===== config.mk =====
export PLATFORM = sky130hd
export DESIGN_NAME = fifo_flag_unit
export DESIGN_NICKNAME = d
export VERILOG_FILES = /design/src/rtl/fifo_flag_pkg.sv /design/src/rtl/fifo_flag_cfg.sv /design/src/rtl/fifo_flag_occ.sv /design/src/rtl/fifo_flag_cmp.sv /design/src/rtl/fifo_flag_unit.sv
export SDC_FILE = /design/constraint.sdc
export NUM_CORES = 1
export LEC_CHECK = 0
export CAP_MARGIN = 25
export CORE_MARGIN = 2
export CORE_UTILIZATION = 59
export DETAILED_ROUTE_END_ITERATION = 16
export PLACE_DENSITY = 0.87
export SYNTH_ARGS = -nofsm -noshare
export SYNTH_HDL_FRONTEND = slang
export SYNTH_HIERARCHICAL = 1
export SYNTH_SLANG_ARGS = --single-unit

===== constraint.sdc =====
create_clock -name clk -period 7.8 [get_ports clk]
set_input_delay 1.95 -clock clk [delete_from_list [all_inputs] [get_ports clk]]
set_output_delay 1.95 -clock clk [all_outputs]
set_load 0.05 [all_outputs]

===== src/rtl/fifo_flag_pkg.sv =====
package fifo_flag_pkg;

    typedef enum logic {
        MODE_STD  = 1'b0,
        MODE_FWFT = 1'b1
    } fifo_mode_e;

    typedef enum logic {
        OFS_EMPTY = 1'b0,
        OFS_FULL  = 1'b1
    } ofs_sel_e;

    typedef struct packed {
        logic full_ir;
        logic empty_or;
        logic paf_n;
        logic pae_n;
        logic hf_n;
    } flag_vec_t;

    function automatic flag_vec_t flag_reset(input logic fwft);
        flag_vec_t f;
        f.full_ir  = ~fwft;
        f.empty_or = fwft;
        f.paf_n    = 1'b1;
        f.pae_n    = 1'b0;
        f.hf_n     = 1'b1;
        return f;
    endfunction

endpackage


===== src/rtl/fifo_flag_cfg.sv =====
module fifo_flag_cfg
    import fifo_flag_pkg::*;
#(
    parameter int CW            = 5,
    parameter int FULL_OFS_DEF  = 3,
    parameter int EMPTY_OFS_DEF = 2
) (
    input  logic          clk,
    input  logic          rst,
    input  logic          fwft_sel_i,
    input  logic          ofs_we_i,
    input  logic          ofs_sel_i,
    input  logic [CW-1:0] ofs_data_i,
    output fifo_mode_e    mode_o,
    output logic [CW-1:0] full_ofs_o,
    output logic [CW-1:0] empty_ofs_o
);
    localparam logic [CW-1:0] M_RST = CW'(FULL_OFS_DEF);
    localparam logic [CW-1:0] N_RST = CW'(EMPTY_OFS_DEF);

    fifo_mode_e    mode_q;
    logic [CW-1:0] m_q;
    logic [CW-1:0] n_q;

    // Mode register: only written while reset is held.
    always_ff @(posedge clk) begin
        if (rst) begin
            mode_q <= fifo_mode_e'(fwft_sel_i);
        end
    end

    always_ff @(posedge clk) begin
        if (rst) begin
            m_q <= M_RST;
            n_q <= N_RST;
        end else if (ofs_we_i) begin
            if (ofs_sel_e'(ofs_sel_i) == OFS_FULL) begin
                m_q <= ofs_data_i;
            end else begin
                n_q <= ofs_data_i;
            end
        end
    end

    assign mode_o      = mode_q;
    assign full_ofs_o  = m_q;
    assign empty_ofs_o = n_q;
endmodule


===== src/rtl/fifo_flag_occ.sv =====
module fifo_flag_occ
    import fifo_flag_pkg::*;
#(
    parameter int DEPTH = 16,
    parameter int CW    = 5
) (
    input  logic          clk,
    input  logic          rst,
    input  fifo_mode_e    mode_i,
    input  logic          wr_en_i,
    input  logic          rd_en_i,
    output logic          wr_ok_o,
    output logic          rd_ok_o,
    output logic          load_o,
    output logic [CW-1:0] tot_o,
    output logic [CW-1:0] tot_nx_o,
    output logic          hold_nx_o
);
    localparam logic [CW-1:0] CAP_STD  = CW'(DEPTH);
    localparam logic [CW-1:0] CAP_FWFT = CW'(DEPTH + 1);

    logic [CW-1:0] mem_q, mem_nx;
    logic          hold_q, hold_nx;
    logic [CW-1:0] tot_q, cap;
    logic          fwft, wr_ok, rd_ok, load, mem_dec;

    assign fwft  = (mode_i == MODE_FWFT);
    assign tot_q = mem_q + CW'(hold_q);
    assign cap   = fwft ? CAP_FWFT : CAP_STD;

    always_comb begin
        wr_ok = wr_en_i && !rst && (tot_q != cap);
        if (fwft) begin
            // A true read consumes the holding register.
            rd_ok   = rd_en_i && !rst && hold_q;
            load    = !rst && (mem_q != '0) && (!hold_q || rd_ok);
            mem_dec = load;
            hold_nx = load ? 1'b1 : (rd_ok ? 1'b0 : hold_q);
        end else begin
            rd_ok   = rd_en_i && !rst && (mem_q != '0);
            load    = rd_ok;
            mem_dec = rd_ok;
            hold_nx = 1'b0;
        end
        mem_nx = mem_q + CW'(wr_ok) - CW'(mem_dec);
    end

    always_ff @(posedge clk) begin
        if (rst) begin
            mem_q  <= '0;
            hold_q <= 1'b0;
        end else begin
            mem_q  <= mem_nx;
            hold_q <= hold_nx;
        end
    end

    assign wr_ok_o   = wr_ok;
    assign rd_ok_o   = rd_ok;
    assign load_o    = load;
    assign tot_o     = tot_q;
    assign tot_nx_o  = mem_nx + CW'(hold_nx);
    assign hold_nx_o = hold_nx;
endmodule


===== src/rtl/fifo_flag_cmp.sv =====
module fifo_flag_cmp
    import fifo_flag_pkg::*;
#(
    parameter int DEPTH = 16,
    parameter int CW    = 5
) (
    input  fifo_mode_e    mode_i,
    input  logic [CW-1:0] tot_i,
    input  logic          hold_i,
    input  logic [CW-1:0] full_ofs_i,
    input  logic [CW-1:0] empty_ofs_i,
    output flag_vec_t     flags_o
);
    localparam logic [CW-1:0] CAP_STD  = CW'(DEPTH);
    localparam logic [CW-1:0] CAP_FWFT = CW'(DEPTH + 1);
    localparam logic [CW-1:0] HALF     = CW'(DEPTH / 2);

    logic          fwft;
    logic [CW-1:0] cap, paf_thr, hf_thr;
    logic [CW:0]   pae_thr;

    assign fwft    = (mode_i == MODE_FWFT);
    assign cap     = fwft ? CAP_FWFT : CAP_STD;
    assign paf_thr = cap - full_ofs_i;
    assign pae_thr = {1'b0, empty_ofs_i} + (CW+1)'(fwft);
    assign hf_thr  = HALF + CW'(fwft);

    always_comb begin
        flags_o.full_ir  = fwft ? (tot_i == cap) : (tot_i != cap);
        flags_o.empty_or = fwft ? !hold_i : (tot_i != '0);
        flags_o.paf_n    = !(tot_i >= paf_thr);
        flags_o.pae_n    = !({1'b0, tot_i} <= pae_thr);
        flags_o.hf_n     = !(tot_i > hf_thr);
    end
endmodule


===== src/rtl/fifo_flag_unit.sv =====
module fifo_flag_unit
    import fifo_flag_pkg::*;
#(
    parameter int DEPTH         = 16,
    parameter int FULL_OFS_DEF  = 3,
    parameter int EMPTY_OFS_DEF = 2,
    parameter int CW            = $clog2(DEPTH + 2)
) (
    input  logic          clk,
    input  logic          rst,
    input  logic          fwft_sel_i,
    input  logic          wr_en_i,
    input  logic          rd_en_i,
    input  logic          ofs_we_i,
    input  logic          ofs_sel_i,
    input  logic [CW-1:0] ofs_data_i,
    output logic          wr_ok_o,
    output logic          rd_ok_o,
    output logic          load_o,
    output logic          full_ir_o,
    output logic          empty_or_o,
    output logic          paf_n_o,
    output logic          pae_n_o,
    output logic          hf_n_o
);
    fifo_mode_e    mode_q;
    logic [CW-1:0] full_ofs, empty_ofs;
    logic [CW-1:0] tot_q, tot_nx;
    logic          hold_nx;
    flag_vec_t     flags_nx, flags_q;

    fifo_flag_cfg #(
        .CW(CW), .FULL_OFS_DEF(FULL_OFS_DEF), .EMPTY_OFS_DEF(EMPTY_OFS_DEF)
    ) u_cfg (
        .clk(clk), .rst(rst), .fwft_sel_i(fwft_sel_i),
        .ofs_we_i(ofs_we_i), .ofs_sel_i(ofs_sel_i), .ofs_data_i(ofs_data_i),
        .mode_o(mode_q), .full_ofs_o(full_ofs), .empty_ofs_o(empty_ofs)
    );

    fifo_flag_occ #(.DEPTH(DEPTH), .CW(CW)) u_occ (
        .clk(clk), .rst(rst), .mode_i(mode_q),
        .wr_en_i(wr_en_i), .rd_en_i(rd_en_i),
        .wr_ok_o(wr_ok_o), .rd_ok_o(rd_ok_o), .load_o(load_o),
        .tot_o(tot_q), .tot_nx_o(tot_nx), .hold_nx_o(hold_nx)
    );

    fifo_flag_cmp #(.DEPTH(DEPTH), .CW(CW)) u_cmp (
        .mode_i(mode_q), .tot_i(tot_nx), .hold_i(hold_nx),
        .full_ofs_i(full_ofs), .empty_ofs_i(empty_ofs),
        .flags_o(flags_nx)
    );

    // Flags are registered from the post-edge occupancy.
    always_ff @(posedge clk) begin
        if (rst) begin
            flags_q <= flag_reset(fwft_sel_i);
        end else begin
            flags_q <= flags_nx;
        end
    end

    assign full_ir_o  = flags_q.full_ir;
    assign empty_or_o = flags_q.empty_or;
    assign paf_n_o    = flags_q.paf_n;
    assign pae_n_o    = flags_q.pae_n;
    assign hf_n_o     = flags_q.hf_n;
endmodule


==> results.md <==
- Post-Syn Nets: 218
- CP Cell Sequence: clkdlybuf4s50_1 -> buf_4 -> nand2b_1 -> a211oi_1 -> clkdlybuf4s50_1
- Worst Path Buf+Inv: 3
- Register area: 450 µm²
- CP top delay family: buffers and inverters
- Fillers: 208
- Syn Inst Count: 177
- Clock network power share: 0.076
- Reg-to-reg setup timing slack: 3470 ps
- Number of diodes: 0
- Final setup vio count: 0
- Die W: 56.4 µm
- Total Wirelength: 3170 µm
- PwrDens: 454 mW/mm²
- CTS Hold Bufs: 0
- Reg2Reg Depth: 18
- Yosys warnings: 6
- Hold Crit Start: u_cfg/full_ofs_o[0]
- IO Port Bufs: 19
- Worst-skew pair later-pin latency: 310 ps
- Min Tclk post-route: 5750 ps
- Hold Path End: u_cfg/full_ofs_o[0]
- # nets final: 240
- Initial antenna violation count: 0
- CTS sink cnt: 22
- Clk buf depth: 2
- Startpoint Class: primary input
- Peak supply drop: 0.000335 V
- Post_cts resized: 0
- Total gr overflow: 0
- Core area: 0.00254 mm²
- Worst Clk Skew: 7.72 ps
- Most used cell, CP: clkdlybuf4s50_1
- Global-route wire length before repair: 5540 µm
- Post-route ant nets: 0
- GPL Wtd Cong: 0.826
- Num ports: 20
- Vias in the first global route: 1367
- FMAX: 174 MHz
- TritonCTS clock tree: done
- Die Y-Extent: 56.4 µm
- Rel. slew slack: 0.586
- DRC viols: 0
- Final Non-Filler Cells: 228
- Initial Utilization: 0.636
- Die area: 0.00318 mm²
- P_leak: 0.858 nW
- Slew Viols, Final: 0
- Post-CTS setup buffers: 0
- CP max-delay cell: clkdlybuf4s50_1
- Mapped Avg Cell Area: 9.15 µm²
- Worst slew pin tran: 612 ps
- Largest stage delay, worst path: 830 ps
- Placed insts: 224
- Drt first pass iters: 4
- FF-to-FF End: pae_n_o
- Via density: 5.57
- Multi-input gate area: 0.00109 mm²
- CTS buffer count: 3
- Final Hold Violating Endpoints: 0
- Layout cells sized above 1: 0.0505
- Comb power frac: 0.733
- Via count: 1271
- Arrival time at the worst endpoint: 3800 ps
- Clk slew on worst S/H paths: 130 ps
- Clock root buffer: clkbuf_4
- Post-route setup TNS: 0 ps
- Worst Path Required: 5850 ps
- Area after DPL: 0.00184 mm²
- Worst-path fanout max: 30
- Routed WL per cell: 13.9 µm
- CP Class: primary input to output pin
- Total GRT Usage: 0.219
- Pint: 0.432 mW
- DP HPWL: 2500 µm
- Layout area overhead: 15.8%
- Net switching power: 0.420 mW
- Row count: 18
- Critical Path Start: rst
- Status: finished, final reports clean
- Design area: 0.00187 mm²
- Mapped Area: 0.00162 mm²
- Hold Crit Depth: 1
- H-tree depth: 1
- RSZ-0062 raised after global routing: false
- Worst R2R Start: u_occ/mem_q[3]
- Largest net degree at the start of global routing: 31
- Worst Setup End Kind: output pin
- Sw frac: 0.493
- Final worst path period share: 0.738
- Initial DRC count: 35
- Final Util: 0.736
- Sequential power share: 0.191
- Min-delay worst type: flop to flop
- Max Cap Violations: 0
-- registers in the layout, indices dropped and copies added (netlist names) --
signal / count
paf_n_o: 1
hf_n_o: 1
u_cfg/empty_ofs_o: 5
full_ir_o: 1
pae_n_o: 1
u_cfg/full_ofs_o: 5
empty_or_o: 1
u_occ/mem_q: 5
u_occ/hold_q: 1
u_cfg/mode_o: 1
-- per-layer routing --
layer	track usage	vias to the layer above	routed length, µm
li1	-	651	-
met1	0.223	589	1270
met2	0.430	25	1780
met3	0.0253	6	84
met4	0.109	0	44
met5	0	-	0
-- power groups by stage --
stage | Sequential [mW] | Clock, mW | Combinational [mW]
2_1_floorplan | 0.199 | 0 | 0.432
3_3_place_gp | 0.164 | 0 | 0.568
3_5_place_dp | 0.166 | 0 | 0.607
4_1_cts | 0.163 | 0.0667 | 0.622
5_1_grt | 0.167 | 0.0719 | 0.689
6_report | 0.163 | 0.0645 | 0.624
-- worst max path at each step --
stage                   end  slack [ps]  depth (start not counted)
global placement    rd_ok_o        2120                          5
detailed placement  pae_n_o        1990                         17
global route        rd_ok_o        1980                          5
CTS                 wr_ok_o        2040                          4
floorplan           pae_n_o        2010                         13
finish              rd_ok_o        2050                          5
-- cell type report --
class | instances | area share
Inverter | 17 | 0.0340
Tap cell | 30 | 0.0200
Sequential cell | 22 | 0.240
Multi-Input combinational cell | 135 | 0.581
Timing Repair Buffer | 20 | 0.105
Clock buffer | 4 | 0.0194
-- layout by cell type (no fill, tap or decap), types with 8 or more instances in the layout --
| cell | instances |
|---|---|
| mux2i_1 | 9 |
| xnor2_1 | 10 |
| xor2_1 | 9 |
| ha_1 | 28 |
| a21oi_1 | 8 |
| dfxtp_1 | 21 |
| nand3_1 | 8 |
| clkdlybuf4s50_1 | 19 |
| nand2b_1 | 12 |
| nor2_1 | 10 |
| inv_1 | 17 |
-- per-stage QoR --
stage	setup WS (ps)	hold slack [ps]	total power, mW
final	2050	508	0.852
after global routing	1980	525	0.927
after CTS	2040	510	0.852
after detailed placement	1990	480	0.773
after global placement	2120	465	0.732
after floorplan	2010	440	0.631
No activity file was read; power rests on OpenSTA's default activity.
